File: config.mk
export PLATFORM = sky130hd
export DESIGN_NAME = can_accept_filter
export DESIGN_NICKNAME = d
export VERILOG_FILES = /design/src/rtl/can_filt_pkg.sv /design/src/rtl/can_filt_keygen.sv /design/src/rtl/can_filt_cmp.sv /design/src/rtl/can_filt_arbiter.sv /design/src/rtl/can_accept_filter.sv
export SDC_FILE = /design/constraint.sdc
export NUM_CORES = 1
export LEC_CHECK = 0
export BUFFER_PORTS_ARGS = -buffer_cell sky130_fd_sc_hd__clkbuf_2
export CORE_AREA = 2 2 113 115
export DETAILED_ROUTE_END_ITERATION = 6
export DIE_AREA = 0 0 115 117
export PLACE_DENSITY = 0.48
export SLEW_MARGIN = 20
export SYNTH_ARGS = -nofsm -noshare
export SYNTH_HDL_FRONTEND = slang
export SYNTH_HIERARCHICAL = 1
export SYNTH_SLANG_ARGS = --single-unit
File: constraint.sdc
create_clock -name clk -period 3.6 [get_ports clk]
set_input_delay 0.18 -clock clk [delete_from_list [all_inputs] [get_ports clk]]
set_output_delay 0.18 -clock clk [all_outputs]
set_load 0.02 [all_outputs]
File: src/rtl/can_filt_pkg.sv
package can_filt_pkg;
    localparam int MAX_FILT = 4;
    localparam int BASE_W   = 11;
    localparam int EXT_W    = 18;
    localparam int KEY_W    = 2 + BASE_W + EXT_W;
    localparam int IDX_W    = $clog2(MAX_FILT);

    typedef struct packed {
        logic              ide;
        logic              rtr;
        logic [BASE_W-1:0] base;
        logic [EXT_W-1:0]  ext;
    } filt_key_t;

    typedef struct packed {
        logic             accept;
        logic             hit;
        logic [IDX_W-1:0] idx;
    } filt_decision_t;

    function automatic logic key_match(input filt_key_t key,
                                       input logic [KEY_W-1:0] ref_id,
                                       input logic [KEY_W-1:0] mask);
        return ((key ^ ref_id) & mask) == '0;
    endfunction
endpackage

File: src/rtl/can_filt_keygen.sv
module can_filt_keygen
    import can_filt_pkg::*;
(
    input  logic [BASE_W-1:0] base_id,
    input  logic [EXT_W-1:0]  ext_id,
    input  logic              ide,
    input  logic              rtr,
    output filt_key_t         key
);
    always_comb begin
        key.ide  = ide;
        key.rtr  = rtr;
        key.base = base_id;
        key.ext  = ide ? ext_id : '0;
    end
endmodule

File: src/rtl/can_filt_cmp.sv
module can_filt_cmp
    import can_filt_pkg::*;
#(
    parameter int NUM_FILT = 4
) (
    input  filt_key_t                   key,
    input  logic [MAX_FILT-1:0]         en,
    input  logic [MAX_FILT*KEY_W-1:0]   mask_flat,
    input  logic [MAX_FILT*KEY_W-1:0]   id_flat,
    output logic [MAX_FILT-1:0]         hits,
    output logic                        any_en
);
    logic [MAX_FILT-1:0] built_en;

    for (genvar i = 0; i < MAX_FILT; i++) begin : g_filt
        if (i < NUM_FILT) begin : g_built
            assign built_en[i] = en[i];
            assign hits[i]     = en[i] &&
                key_match(key, id_flat[i*KEY_W +: KEY_W], mask_flat[i*KEY_W +: KEY_W]);
        end else begin : g_absent
            assign built_en[i] = 1'b0;
            assign hits[i]     = 1'b0;
        end
    end

    assign any_en = |built_en;
endmodule

File: src/rtl/can_filt_arbiter.sv
module can_filt_arbiter
    import can_filt_pkg::*;
(
    input  logic [MAX_FILT-1:0] hits,
    input  logic                any_en,
    output filt_decision_t      dec
);
    always_comb begin
        dec.hit    = |hits;
        dec.accept = !any_en || dec.hit;
        dec.idx    = '0;
        for (int i = MAX_FILT - 1; i >= 0; i--) begin
            if (hits[i]) dec.idx = IDX_W'(i);
        end
    end
endmodule

File: src/rtl/can_accept_filter.sv
module can_accept_filter
    import can_filt_pkg::*;
#(
    parameter int NUM_FILT = 4
) (
    input  logic                         clk,
    input  logic                         rst,
    input  logic                         frame_done,
    input  logic [BASE_W-1:0]            rx_base_id,
    input  logic [EXT_W-1:0]             rx_ext_id,
    input  logic                         rx_ide,
    input  logic                         rx_rtr,
    input  logic [MAX_FILT-1:0]          filt_en,
    input  logic [MAX_FILT*KEY_W-1:0]    filt_mask,
    input  logic [MAX_FILT*KEY_W-1:0]    filt_id,
    output logic                         store_stb,
    output logic                         hit_valid,
    output logic [IDX_W-1:0]             hit_idx
);
    filt_key_t           key;
    logic [MAX_FILT-1:0] hits;
    logic                any_en;
    filt_decision_t      dec;

    can_filt_keygen u_keygen (
        .base_id (rx_base_id),
        .ext_id  (rx_ext_id),
        .ide     (rx_ide),
        .rtr     (rx_rtr),
        .key     (key)
    );

    can_filt_cmp #(.NUM_FILT(NUM_FILT)) u_cmp (
        .key       (key),
        .en        (filt_en),
        .mask_flat (filt_mask),
        .id_flat   (filt_id),
        .hits      (hits),
        .any_en    (any_en)
    );

    can_filt_arbiter u_arb (
        .hits   (hits),
        .any_en (any_en),
        .dec    (dec)
    );

    always_ff @(posedge clk) begin
        if (rst) begin
            store_stb <= 1'b0;
            hit_valid <= 1'b0;
            hit_idx   <= '0;
        end else begin
            store_stb <= frame_done && dec.accept;
            hit_valid <= frame_done && dec.hit;
            hit_idx   <= (frame_done && dec.hit) ? dec.idx : '0;
        end
    end
endmodule

==> impl_metrics.tcl, run 1 <==
set metrics [dict create \
    outcome "finished, final reports clean" \
    area_growth_pct 73.6 \
    swShare_pct 34.5 \
    finalSetupViolCount 0 \
    antennaDiodeCount 0 \
    yosysWarnings 6 \
    rsz0062_at_grt "no" \
    synth.area.top_cells "xor2_1 (50%), a22o_1 (9.7%), a221oi_1 (6.4%), a221oi_2 (5.5%), and2_2 (4.8%)" \
    post_cts_resized 0 \
    synth_mux_area_share_pct 0 \
    die-area_um2 13500 \
    fin_nets 819 \
    ir_worst_vdd_mv 0.108 \
    crit_type "in2reg" \
    gp_congestion 0.923 \
    synth_compound_area_share_pct 26.2 \
    cts.path.max_buffers 2 \
    synth_async_sr_flop_share_pct 0 \
    synth_top_family_by_area "XOR/XNOR gates" \
    worstPathArrival_ns 2.54 \
    core_area_um2 12300 \
    drtAntennaViolNets 0 \
    hold_viol_final 0 \
    post-route-cell-area_um2 3770 \
    clk_root_buffer_cell "clkbuf_16" \
    synth-simple-area-share_pct 15.0 \
    grt_max_degree 23 \
    period_share_pct 66.1 \
    cts_buffers 3 \
    die_h_um 117 \
    ctsHoldBuffers 0 \
    seq_area_um2 80.1 \
    leakage_nw 2.18 \
    postPlaceCellArea_um2 3700 \
    clkPwrFrac_pct 27.2 \
    grt_pass1_vias 3172 \
    pwr-share-seq_pct 7.1 \
    combPwrFrac_pct 65.7 \
    wl_per_cell_um 15.9 \
    io_pins 290 \
    min_from "frame_done" \
    gr-usage-all-layers_pct 14.7 \
    antenna_found_initial 0 \
    syn_inst 253 \
    clkTransAtPathRegs_ns 0.03 \
    synth_top_area_cell "xor2_1" \
    die_w_um 115 \
    dr.pass1.iters 4 \
    relSlewSlack_pct 64.5 \
    wl_um 10800 \
    hpwl_um 10100 \
    yosys.area_share.adder_pct 0 \
    min_period_ns 2.38 \
    layout-drive-gt1-share_pct 60.3 \
    synth_most_common_cell "xor2_1" \
    cts_setup_buffers 0 \
    path_max_fanout 22 \
    fillCellCount 1380 \
    ys_ff_latch 4 \
    critPathCaptureType "register" \
    setup_ws_ns 1.22 \
    grt_overflow 0 \
    cp_data_required_time_ns 3.76 \
    ys_top_cells_by_count "xor2_1 (124), a22o_1 (24), a221oi_1 (16)" \
    synth_xor_area_share_pct 50.0 \
    syn_area_um2 2170 \
    multi_input_area_um2 1980 \
    route.detailed.drc 0 \
    vias_per_cell 4.35 \
    yosysUniqueCellTypes 22 \
    power_density_nw_per_um2 167 \
    fin_util_pct 30.7 \
    max_slew.worst_pin.slew_ns 0.532 \
    syn_nets 539 \
    drt_iter0_markers 44 \
    synth_top_area_share_pct 50.0 \
    htreeDepth 1 \
    cap_violations 0 \
    max_freq_ghz 0.420 \
    synth-edff-count 0 \
    ys_seq_area_share_pct 3.68 \
    vias 2962 \
    clock-sinks 4 \
    maxSlewViolCount 0 \
    critPathLaunchType "primary input" \
    postSynthAreaPerCell_um2 8.59 \
    worstHoldPathType "in2reg" \
    cts_tree "built" \
    p_switching_mw 0.218 \
    synth_ff_type "dfxtp_1" \
    grt_pass1_wl_um 15400 \
    p_int_mw 0.414 \
    io_buffers 289 \
    hold_end "store_stb" \
    holdPathStages 2 \
    rows 41 \
    start_util_pct 17.7 \
    pre_cts_ws_ns 0.877 \
    timing.setup.tns_ns 0 \
]
-- per-stage QoR --
| step | power [mW] | hold slack, ns | instances |
|---|---|---|---|
| CTS | 0.643 | 0.277 | 681 |
| finish | 0.632 | 0.291 | 681 |
| global placement | 0.463 | 0.505 | 678 |
| floorplan | 0.253 | 0.357 | 253 |
| detailed placement | 0.465 | 0.504 | 678 |
| global route | 0.682 | 0.289 | 681 |
-- logic make-up after synthesis --
family	after synthesis
AOI/OAI and AO/OA	61
xor gates and xnor gates	124
buffers and inverters	15
DFF	4
and+or+nand+nor	49
-- state kept, by name, indices dropped and copies added (netlist names) --
| register | count |
|---|---|
| hit_valid | 1 |
| store_stb | 1 |
| hit_idx | 2 |
-- worst max-delay path by stage --
| stage | startpoint | end | slack (ns) | cells after the start |
|---|---|---|---|---|
| 2_1_floorplan | rx_ide | hit_idx[0] | 1.82 | 10 |
| 3_3_place_gp | rx_ide | hit_idx[0] | 0.94 | 10 |
| 3_5_place_dp | rx_ide | hit_idx[1] | 0.88 | 10 |
| 4_1_cts | rx_ide | hit_idx[1] | 1.09 | 10 |
| 5_1_grt | rx_ide | hit_idx[1] | 0.98 | 10 |
| 6_report | rx_ide | hit_idx[1] | 1.22 | 10 |
-- metal layers --
metal / vias to the layer above / wire length, um / GRT usage (%)
li1: 1485 / - / -
met1: 1313 / 4280 / 17.3
met2: 154 / 5650 / 27.9
met3: 10 / 727 / 2.06
met4: 0 / 144 / 3.53
met5: - / 0 / 0
-- cell usage in the layout, fill, tap and decap left out --
cell type and instances:
a21oi_2 1, a221oi_1 16, a221oi_2 8, a22o_1 24
a22oi_1 12, and2_1 4, and2_2 14, and3b_2 2
and4b_1 2, clkbuf_16 3, clkbuf_2 289, dfxtp_1 4
inv_1 1, nand2_1 5, nand2b_1 1, nand3_1 5
nand4_1 8, nor2_1 2, nor3_1 2, nor3_2 3
or4_1 1, xor2_1 124
-- power by group through the flow --
| stage | combinational, mW | clock, mW | sequential (mW) |
|---|---|---|---|
| after detailed placement | 0.420 | 0 | 0.0454 |
| after floorplan | 0.208 | 0 | 0.0455 |
| after global placement | 0.417 | 0 | 0.0454 |
| after global routing | 0.456 | 0.180 | 0.0448 |
| after CTS | 0.422 | 0.175 | 0.0448 |
| final | 0.415 | 0.172 | 0.0448 |
-- layout make-up --
cell class | count | area share (%)
multi-input combinational | 234 | 52.5
timing repair buffer | 289 | 38.3
tap | 150 | 4.97
sequential | 4 | 2.12
clock buffer | 3 | 1.99
inverter | 1 | 0.0995
-- critical path, stage by stage --
cell	delay (ns)
clkbuf_2	0.42
and2_1	0.36
xor2_1	0.11
a22o_1	0.20
a221oi_2	0.28
nand4_1	0.22
nor3_1	0.35
nor2_1	0.10
nand2_1	0.10
and4b_1	0.21
Power figures use the tool's default switching activity.
==> run 2: changes to the inputs <==
PLACE_DENSITY = 0.5   (was 0.48)
clock period = 1.96 ns   (was 3.6 ns; I/O delays follow)
==> impl_metrics.tcl, run 2 (same netlist as run 1, synthesis figures left out) <==
set metrics [dict create \
    outcome "finished, final reports clean" \
    clk_root_buffer_cell "clkbuf_16" \
    grt_pass1_wl_um 15400 \
    worstPathArrival_ns 2.00 \
    relSlewSlack_pct 78.4 \
    finalSetupViolCount 0 \
    htreeDepth 1 \
    grt_max_degree 10 \
    reg.largest.list "hit_idx (2), hit_valid (1), store_stb (1)" \
    clkTransAtPathRegs_ns 0.03 \
    max_freq_ghz 0.543 \
    multi_input_area_um2 2070 \
    layout-drive-gt1-share_pct 63.4 \
    period_share_pct 93.9 \
    rsz0062_at_grt "no" \
    gp_congestion 0.889 \
    final_common_cell "clkbuf_2" \
    start_util_pct 17.7 \
    largest-register "hit_idx" \
    ir_worst_vdd_mv 0.210 \
    max_slew.worst_pin.slew_ns 0.325 \
    leakage_nw 2.28 \
    gr-usage-all-layers_pct 14.9 \
    core_area_um2 12300 \
    wl_um 10900 \
    antennaDiodeCount 0 \
    cts_buffers 3 \
    seq_area_um2 80.1 \
    wl_per_cell_um 15.8 \
    fillCellCount 1306 \
    die-area_um2 13500 \
    vias_per_cell 4.34 \
    hold_viol_final 0 \
    cap_violations 0 \
    drt_iter0_markers 49 \
    io_buffers 289 \
    antenna_found_initial 0 \
    route.detailed.drc 0 \
    ctsHoldBuffers 0 \
    fin_nets 829 \
    area_growth_pct 83.0 \
    maxSlewViolCount 0 \
    grt_pass1_vias 3168 \
    drtAntennaViolNets 0 \
    cts.path.max_buffers 2 \
    dr.pass1.iters 4 \
    worstHoldPathType "in2reg" \
    die_h_um 117 \
    finalPower_mw 1.23 \
    clock-sinks 4 \
    final_cell_mix "clkbuf_2 (288), xor2_1 (123), a22o_1 (24), a221oi_2 (15), a22oi_1 (12)" \
    critPathTopFamily "simple AND/OR/NAND/NOR gates" \
    hpwl_um 10300 \
    crit_type "in2reg" \
    die_w_um 115 \
    cts_tree "built" \
    crit_buf_inv 3 \
    path_max_fanout 9 \
    rows 41 \
    slowest_stage "nor3_2" \
    grt_overflow 0 \
    min_period_ns 1.84 \
    cp_data_required_time_ns 2.12 \
    max_stage_delay_ns 0.25 \
    largest_register_ffs 2 \
    io_pins 290 \
    critPathLaunchType "primary input" \
    power_density_nw_per_um2 309 \
    fin_util_pct 32.3 \
    critPathCaptureType "register" \
    crit_chain "buf_12 -> buf_12 -> buf_8 -> and2_4 -> xor2_1 -> a22o_1 -> a221oi_2 -> nand4_1 -> nor3_2 -> nor2_2 -> nor3_2 -> and4b_1" \
    vias 3001 \
]
-- run 2: changes by cell type in the layout (fill, tap and decap cells not counted), moves of 2 or more --
| cell | previous run | this run |
|---|---|---|
| and2_4 | 0 | 4 |
| nor3_1 | 2 | 0 |
| and2_2 | 14 | 11 |
| a221oi_1 | 16 | 8 |
| buf_4 | 0 | 8 |
| buf_12 | 0 | 2 |
| a221oi_2 | 8 | 15 |
-- run 2: power breakdown --
part / switching, mW / leakage, nW / internal (mW) / total, mW
clock: 0.0573 / 0.0370 / 0.261 / 0.318
sequential: 0.0000590 / 0.0322 / 0.0822 / 0.0823
combinational: 0.372 / 2.21 / 0.458 / 0.830
total: 0.429 / 2.28 / 0.801 / 1.23
-- run 2: worst paths after layout --
kind              cells after the start  slack (ns)        from    endpoint
setup / recovery                     12        0.12      rx_ide  hit_idx[1]
hold / removal                        2        0.17  frame_done   store_stb
-- run 2: routing by layer --
layer / GRT usage [%] / up-vias / wire, um
met4: 2.89 / 0 / 140
li1: - / 1501 / -
met3: 2.88 / 12 / 863
met5: 0 / - / 0
met2: 29.5 / 163 / 5800
met1: 16.4 / 1325 / 4150
-- run 2: repair_timing --
item	CTS	global route
hold endpoints to repair	0	0
resized for setup	12	13
setup buffers	1	0
setup endpoints to repair	4	4
pin swaps	6	9
-- run 2: layout make-up --
type                       instances  share of cell area (%)
clock buffer                       3                    1.89
multi-input combinational        234                    52.2
timing repair buffer             299                    39.1
sequential                         4                    2.01
inverter                           1                  0.0944
tap                              150                    4.72
-- run 2: stage by stage --
| stage | hold slack [ns] | cell area, um2 | setup WS, ns | setup TNS, ns | std cells |
|---|---|---|---|---|---|
| floorplan | 0.275 | 2170 | 0.261 | 0 | 253 |
| global placement | 0.399 | 3780 | -0.369 | -1.38 | 687 |
| detailed placement | 0.395 | 3780 | -0.489 | -1.68 | 687 |
| CTS | 0.165 | 3920 | 0.0203 | 0 | 691 |
| global route | 0.196 | 3980 | 0.00339 | 0 | 691 |
| finish | 0.170 | 3980 | 0.119 | 0 | 691 |
